===== src/rtl/fp_exc_pkg.sv =====
package fp_exc_pkg;
  localparam int unsigned NFLAG   = 5;
  localparam int unsigned EN_LO   = 23;
  localparam int unsigned ACC_LO  = 5;
  localparam int unsigned CUR_LO  = 0;
  localparam int unsigned TTYPE_B = 14;
  // flag positions inside a field; higher index wins on a trap
  localparam int unsigned FLG_NV  = 4;
  localparam int unsigned FLG_OF  = 3;
  localparam int unsigned FLG_UF  = 2;
  localparam int unsigned FLG_DZ  = 1;
  localparam int unsigned FLG_NX  = 0;
  typedef logic [NFLAG-1:0] flags_t;
endpackage


===== src/rtl/exc_trap_detect.sv =====
module exc_trap_detect
  import fp_exc_pkg::*;
(
  input  flags_t exc_i,
  input  flags_t en_i,
  output logic   trap_o,
  output flags_t sel_o
);
  flags_t hit;
  assign hit    = exc_i & en_i;
  assign trap_o = |hit;

  // keep highest-index enabled flag
  always_comb begin
    sel_o = '0;
    for (int i = 0; i < int'(NFLAG); i++) begin
      if (hit[i]) sel_o = flags_t'(1) << i;
    end
  end
endmodule


===== src/rtl/exc_status_merge.sv =====
module exc_status_merge
  import fp_exc_pkg::*;
#(
  parameter int unsigned STATUS_W = 32
) (
  input  logic [STATUS_W-1:0] status_i,
  input  flags_t              exc_i,
  input  flags_t              sel_i,
  input  logic                trap_i,
  output logic [STATUS_W-1:0] status_o
);
  flags_t acc_old;
  assign acc_old = status_i[ACC_LO +: NFLAG];

  always_comb begin
    status_o = status_i;
    if (trap_i) begin
      status_o[CUR_LO +: NFLAG] = sel_i;
      status_o[TTYPE_B]         = 1'b1;
    end else begin
      status_o[CUR_LO +: NFLAG] = exc_i;
      status_o[ACC_LO +: NFLAG] = acc_old | exc_i;
    end
  end
endmodule


===== src/rtl/pc_advance.sv =====
module pc_advance #(
  parameter int unsigned PC_W    = 64,
  parameter int unsigned PC_STEP = 4
) (
  input  logic [PC_W-1:0] pc_i,
  input  logic [PC_W-1:0] npc_i,
  input  logic            adv_i,
  output logic [PC_W-1:0] pc_o,
  output logic [PC_W-1:0] npc_o
);
  localparam logic [PC_W-1:0] STEP = PC_W'(PC_STEP);

  assign pc_o  = adv_i ? npc_i        : pc_i;
  assign npc_o = adv_i ? npc_i + STEP : npc_i;
endmodule


===== src/rtl/fp_exc_recorder.sv =====
module fp_exc_recorder
  import fp_exc_pkg::*;
#(
  parameter int unsigned STATUS_W = 32,
  parameter int unsigned PC_W     = 64,
  parameter int unsigned PC_STEP  = 4
) (
  input  logic                clk_i,
  input  logic                rst_ni,
  input  logic                valid_i,
  input  logic [NFLAG-1:0]    exc_i,
  input  logic [STATUS_W-1:0] status_i,
  input  logic [PC_W-1:0]     pc_i,
  input  logic [PC_W-1:0]     npc_i,
  output logic [STATUS_W-1:0] status_o,
  output logic                trap_o,
  output logic [PC_W-1:0]     pc_o,
  output logic [PC_W-1:0]     npc_o
);
  flags_t              en, sel;
  logic                trap;
  logic [STATUS_W-1:0] status_nxt;
  logic [PC_W-1:0]     pc_nxt, npc_nxt;

  assign en = status_i[EN_LO +: NFLAG];

  exc_trap_detect u_detect (
    .exc_i  (exc_i),
    .en_i   (en),
    .trap_o (trap),
    .sel_o  (sel)
  );

  exc_status_merge #(.STATUS_W(STATUS_W)) u_merge (
    .status_i (status_i),
    .exc_i    (exc_i),
    .sel_i    (sel),
    .trap_i   (trap),
    .status_o (status_nxt)
  );

  pc_advance #(.PC_W(PC_W), .PC_STEP(PC_STEP)) u_pc (
    .pc_i  (pc_i),
    .npc_i (npc_i),
    .adv_i (!trap),
    .pc_o  (pc_nxt),
    .npc_o (npc_nxt)
  );

  always_ff @(posedge clk_i or negedge rst_ni) begin
    if (!rst_ni) begin
      status_o <= '0;
      pc_o     <= '0;
      npc_o    <= '0;
      trap_o   <= 1'b0;
    end else begin
      trap_o <= valid_i & trap;
      if (valid_i) begin
        status_o <= status_nxt;
        pc_o     <= pc_nxt;
        npc_o    <= npc_nxt;
      end
    end
  end
endmodule


===== config.mk =====
export PLATFORM = sky130hd
export DESIGN_NAME = fp_exc_recorder
export DESIGN_NICKNAME = d
export VERILOG_FILES = /design/src/rtl/fp_exc_pkg.sv /design/src/rtl/exc_trap_detect.sv /design/src/rtl/exc_status_merge.sv /design/src/rtl/pc_advance.sv /design/src/rtl/fp_exc_recorder.sv
export SDC_FILE = /design/constraint.sdc
export NUM_CORES = 1
export LEC_CHECK = 0
export BUFFER_PORTS_ARGS = -buffer_cell sky130_fd_sc_hd__buf_2
export CAP_MARGIN = 20
export CORE_ASPECT_RATIO = 0.5
export CORE_UTILIZATION = 40
export DETAILED_ROUTE_END_ITERATION = 7
export PLACE_DENSITY = 0.71
export SLEW_MARGIN = 20
export SYNTH_ARGS = -nofsm -noshare
export SYNTH_HDL_FRONTEND = slang
export SYNTH_SLANG_ARGS = --single-unit
export TNS_END_PERCENT = 20

===== constraint.sdc =====
create_clock -name clk_i -period 0.81 [get_ports clk_i]
set_input_delay 0 -clock clk_i [delete_from_list [all_inputs] [get_ports clk_i]]
set_output_delay 0 -clock clk_i [all_outputs]
set_load 0.01 [all_outputs]

* After elaboration in Yosys (flattened, before gate mapping)
Index checks and enable logic that the tools add are counted.
** Operators by class
- Add/sub/neg operators :: 1
- Mux-type cells :: 10
- Bitwise logic cells :: 3
- Reductions and logical operators :: 1
** Operators by type and width (number)
- two-way mux 64 bit :: 2
- adder 64 x 3 -> 64 bit, second input constant :: 1
- two-way mux 5 bit :: 3
- bitwise AND 5 bit :: 1
- OR 5 bit :: 1
- OR reduction 5 bit :: 1
- two-way mux 4 bit :: 1
- two-way mux 3 bit :: 1
- two-way mux 1 bit :: 2
- two-way mux 2 bit :: 1
- bitwise AND 1 bit :: 1
** Storage, ports and cells
- Bits in registers :: 161
- Input bits :: 168
- Logic and storage cells :: 19

* Logic depth before layout (Yosys ltp)
- Depth in word-level cells :: 7
- Gate-level depth with buffers :: 8

* Hierarchy
A second synthesis with hierarchy kept.
** Second synthesis, totals
- Cells, all modules :: 666
- Area total of the unflattened synthesis :: 8778.4 sq um
** Modules (own cells, without submodules)
- fp_exc_recorder :: times used 1, cells each 341, area an instance 6333.6 sq um
- pc_advance :: times used 1, cells each 272, area an instance 2077.0 sq um
- exc_status_merge :: times used 1, cells each 43, area an instance 305.3 sq um
- exc_trap_detect :: times used 1, cells each 10, area an instance 62.6 sq um

* Least setup slack after synthesis
No wires, ideal clock.
- Path kind :: input port to flip-flop
- From :: input npc_i[20]
- To :: register npc_o[50]
- Setup time :: 0.069 ns
- Data arrival time :: 1.991 ns
- Data required time :: 0.741 ns
- Setup slack :: -1.250 ns
- Stages :: 8
- Path through :: buf_4 > nand4_2 > or3_1 > buf_2 > or4_4 > buf_6 > or4_1 > nand3_1
** On the way
- Cells in the longest elaborated chain, start to end :: 2
** Ends and longest elaborated chain
- from (decl) :: line fp_exc_recorder.sv:14 : input logic [PC_W-1:0] npc_i,
- adder 64 x 3 -> 64 bit :: line pc_advance.sv:14 : assign npc_o = adv_i ? npc_i + STEP : npc_i;
- two-way mux 64 bit :: line pc_advance.sv:14
- to (signal assigned) :: line fp_exc_recorder.sv:61 : npc_o <= npc_nxt;
- to (decl) :: line fp_exc_recorder.sv:18 : output logic [PC_W-1:0] npc_o
Every way passes these cells.
A chain may end at the register's enable or synchronous reset.

* Final worst setup path
- From :: input npc_i[11]
- To :: register npc_o[54]
Same word-level chain as after synthesis.

==> results.txt <==
Adding up every negative setup slack in the final design gives -91,120 ps. The logs give 17.8 mW for the cell internal power dissipation and 157 for the number of hold-repair buffers added at the cts stage. The die is 204 um wide. The logs give -1310 ps for the pre-CTS worst setup slack and 36 for the placement row count.

The synthesized design contains 161 register bits. Vertical extent of the die: 103 um. The data arrival time of the critical path is 2050 ps.

The worst setup path startpoint is npc_i[11]. The post-synthesis cell count is 943. The min-delay analysis places its worst path in the category in -> reg. Clock power share: 0.352.

Design area: 15,900 um^2. The critical path required time was 1140 ps; the total of max-cap violations was 0. For the post-route antenna net violation count, the log shows 0. Before antenna repair, the detailed router went through 8 iterations. Counting cells, the worst reg-to-reg path comes to 2.

The logs give 0 for the number of pins with negative max-slew slack in the final report and 17 for the number of clock buffers inserted by TritonCTS. The endpoint identified for the worst register-to-register timing path is status_o[1]. Fraction of synthesis flops using an asynchronous set or reset pin: 1.00.

The cell seen most often among critical-path stages is sky130_fd_sc_hd__or4_4. The share of final-layout standard cells stronger than drive strength 1 came out at 0.459. The area of the die is 21,000 um^2.

The tightest hold margin is -5.28 ps, and the switching part of the total power is 0.310. For the netlist area before placement, the log shows 8170 um^2. The number of hold violations in the final report is 2, and the number of placed I/O pins is 329. The critical path in this run is classified as in -> reg.

Each instance of the synthesized netlist takes up on average 8.66 um^2. After detailed routing, the number of vias per cell comes to 6.00. The tools report the relative max-transition margin as 0.635.

STA classifies the critical path endpoint as a register. The number of buffers and inverters on the critical path is 2. The flow ran to the end, but the final reports show violations. The count of synthesis-stage warnings from yosys is 0, and the maximum buffer depth of the clock tree is 2.

In the layout the commonest cells are sky130_fd_sc_hd__buf_2, sky130_fd_sc_hd__buf_4, sky130_fd_sc_hd__dfrtp_1. The clock reaches the later pin of the worst-skew pair after 450 ps. The tools report the CTS H-tree depth as 4. Root buffer cell: sky130_fd_sc_hd__clkbuf_16. The delay of the slowest critical-path stage works out to 630 ps. The count of routing violations after the opening detailed-route iteration was 1,132. The number of port buffers is 323, and the final period demand of the worst path is 1720 ps. In this run the critical register-to-register path is launched from status_o[1]. Traced cell by cell, the critical path runs through buf_2, nand3_2, or4_4, or4_4, buf_6, mux2i_2, a211o_1. Between clock sinks in the finished design, the worst skew comes to 0 ps.

Setup repair after global routing could not meet its margin everywhere. Fill cell total of the finished layout: 1,079. The final RePlAce weighted congestion came out at 0.868. After detailed routing, the average wire length per cell comes to 23.1 um. STA classifies the critical path startpoint as a primary input.

In this design, the largest share of critical-path delay is due to simple AND/OR/NAND/NOR gates. The analysis attributes to cell leakage a power of 7.31 nW. The most common cell after layout, fill and taps aside is sky130_fd_sc_hd__buf_2. The area growth from synthesis to final layout came out at 94.1%. In this run the cell area measured after placement is 11,600 um^2. The post-synthesis cell type count was 47; the count of flip-flops with a built-in enable after synthesis was 0. Entering global routing, the biggest net connects 57 pins. The run gives 0.414 as the starting density of the core.

The most critical setup path has its endpoint at npc_o[54]. The sequential fraction of the synthesis area was 0.493; the power density over cell area was 1630 nW/um^2. The share of the clock period used by the worst path is 2.12. The actual transition at the worst max-transition pin was 543 ps. Most common flop cell mapped by yosys: sky130_fd_sc_hd__dfrtp_1.

The slowest stage of the critical path is the sky130_fd_sc_hd__or4_4 cell. The final route contains 11,500 vias. Derived from the worst setup path, the maximum achievable clock frequency is 582 MHz.

Setup violations remaining at the end of the flow were counted as 300. The run gives 2 as the initial antenna violation count. The cell count along the critical path is 7, and the overall track demand over capacity in global routing is 0.364. The tools report the via count of the first global-routing pass as 10,800. TritonCTS built the clock tree.

CTS saw 161 sinks. The run gives 0.281 as the combinational share of power. After global routing the overflow that remains totals 0.

The clock transition time at the flip-flop clock pins of the worst setup and hold paths is 70 ps, and the final net count is 1,798. The final wirelength was 44,200 um. The maximum vdd drop was 1540 uV; the half-perimeter wire length after placement was 22,400 um. The checks that failed: hold timing, setup timing. For flop-to-flop paths, the worst setup slack is -210 ps. Along the worst path, the maximum fanout reaches 6.

The part of the total power dissipated in sequential elements is 0.368, and the number of nets in the synthesized netlist is 1,112. The power spent charging and discharging nets was 8.02 mW. Power comes to 25.9 mW. The final worst slack was -908 ps; the post-route DRC violation count was 0. The global-route wire length before repair came out at 58,700 um. The region available for standard cell placement spans 19,700 um^2.
cell families after synthesis:
logic type,share of synthesized area
muxes,0.0368
buffers and inverters,0.0384
and+or+nand+nor,0.272
DFF,0.493
xor gates and xnor gates,0.0268
AOI/OAI and AO/OA,0.132
adders and majority gates,0.00153
routing by layer:
| metal | GRT usage | share of wire |
|---|---|---|
| met5 | 0 | 0.00032 |
| met2 | 0.593 | 0.45 |
| met1 | 0.452 | 0.38 |
| met4 | 0.230 | 0.075 |
| met3 | 0.0736 | 0.097 |
what timing repair did:
item / 4_1_cts / 5_1_grt
gates resized for setup: 172 / 148
hold endpoints to repair: 294 / 1
cloned: 4 / 2
setup endpoints to repair: 297 / 300
buffers inserted: 32 / 33
pin swaps: 83 / 103
final cells by class:
| class | instances | area [um^2] | share of cell area |
|---|---|---|---|
| Clock buffer | 19 | 453 | 0.0286 |
| Sequential cell | 161 | 4030 | 0.254 |
| Timing Repair Buffer | 731 | 6080 | 0.383 |
| Multi-Input combinational cell | 704 | 4720 | 0.298 |
| Clock inverter | 13 | 185 | 0.0117 |
| Antenna cell | 1 | 2.50 | 0.000158 |
| Tap cell | 266 | 333 | 0.0210 |
| Inverter | 14 | 52.6 | 0.00331 |
state kept, by name, indices dropped and copies added (netlist names):
name	count
trap_o	1
status_o	32
npc_o	64
pc_o	64
worst register-to-register path, delay by kind of cell, from the launching register on:
family,cells,cell delay (ps)
flops,1,400
compound gates,1,350
buf+inv,1,150
power by group through the flow:
stage / Clock (mW) / Combinational [mW] / Sequential [mW]
floorplan: 0 / 1.60 / 9.88
global placement: 0 / 4.81 / 9.44
detailed placement: 0 / 4.94 / 9.48
CTS: 9.00 / 6.26 / 9.40
global route: 9.41 / 7.61 / 9.58
finish: 9.09 / 7.26 / 9.51
per-stage QoR:
stage,hold WS [ps],cells,util
2_1_floorplan,-296,943,-
3_3_place_gp,-117,1659,0.587
3_5_place_dp,-115,1659,0.587
4_1_cts,-15.5,1883,0.761
5_1_grt,4.71,1909,0.804
6_report,-5.28,1909,0.804
how the worst min path moves through the flow:
stage / from / to / slack [ps] / cells past startpoint
floorplan: rst_ni / npc_o[0] / -300 / 0
global placement: rst_ni / status_o[29] / -120 / 1
detailed placement: rst_ni / status_o[29] / -110 / 1
CTS: rst_ni / npc_o[8] / -20 / 2
global route: valid_i / status_o[25] / 5 / 3
finish: npc_i[54] / pc_o[54] / -5 / 4
synth_stat cells (3+ instances only):
library cell / count / area share
sky130_fd_sc_hd__dfrtp_1: 161 / 0.49
sky130_fd_sc_hd__mux2_2: 24 / 0.033
sky130_fd_sc_hd__xor2_1: 4 / 0.0043
sky130_fd_sc_hd__clkbuf_1: 60 / 0.028
sky130_fd_sc_hd__xnor2_1: 21 / 0.023
sky130_fd_sc_hd__nor4_1: 22 / 0.017
sky130_fd_sc_hd__inv_1: 14 / 0.0064
sky130_fd_sc_hd__or3_1: 17 / 0.013
sky130_fd_sc_hd__a22o_1: 3 / 0.0032
sky130_fd_sc_hd__nor3_1: 10 / 0.0061
sky130_fd_sc_hd__a211o_1: 3 / 0.0032
sky130_fd_sc_hd__o21ai_0: 18 / 0.011
sky130_fd_sc_hd__nand2b_1: 4 / 0.0031
sky130_fd_sc_hd__and3_1: 9 / 0.0069
sky130_fd_sc_hd__and2_1: 3 / 0.0023
sky130_fd_sc_hd__nor2_1: 130 / 0.060
sky130_fd_sc_hd__and4_1: 9 / 0.0096
sky130_fd_sc_hd__mux2i_1: 3 / 0.0037
sky130_fd_sc_hd__a21oi_1: 47 / 0.029
sky130_fd_sc_hd__a31oi_1: 89 / 0.068
sky130_fd_sc_hd__nand3_1: 46 / 0.028
sky130_fd_sc_hd__nand3b_1: 4 / 0.0037
sky130_fd_sc_hd__nand2_1: 166 / 0.076
sky130_fd_sc_hd__nand4_1: 27 / 0.021
sky130_fd_sc_hd__or4_1: 13 / 0.012
Power figures use the tool's default switching activity.
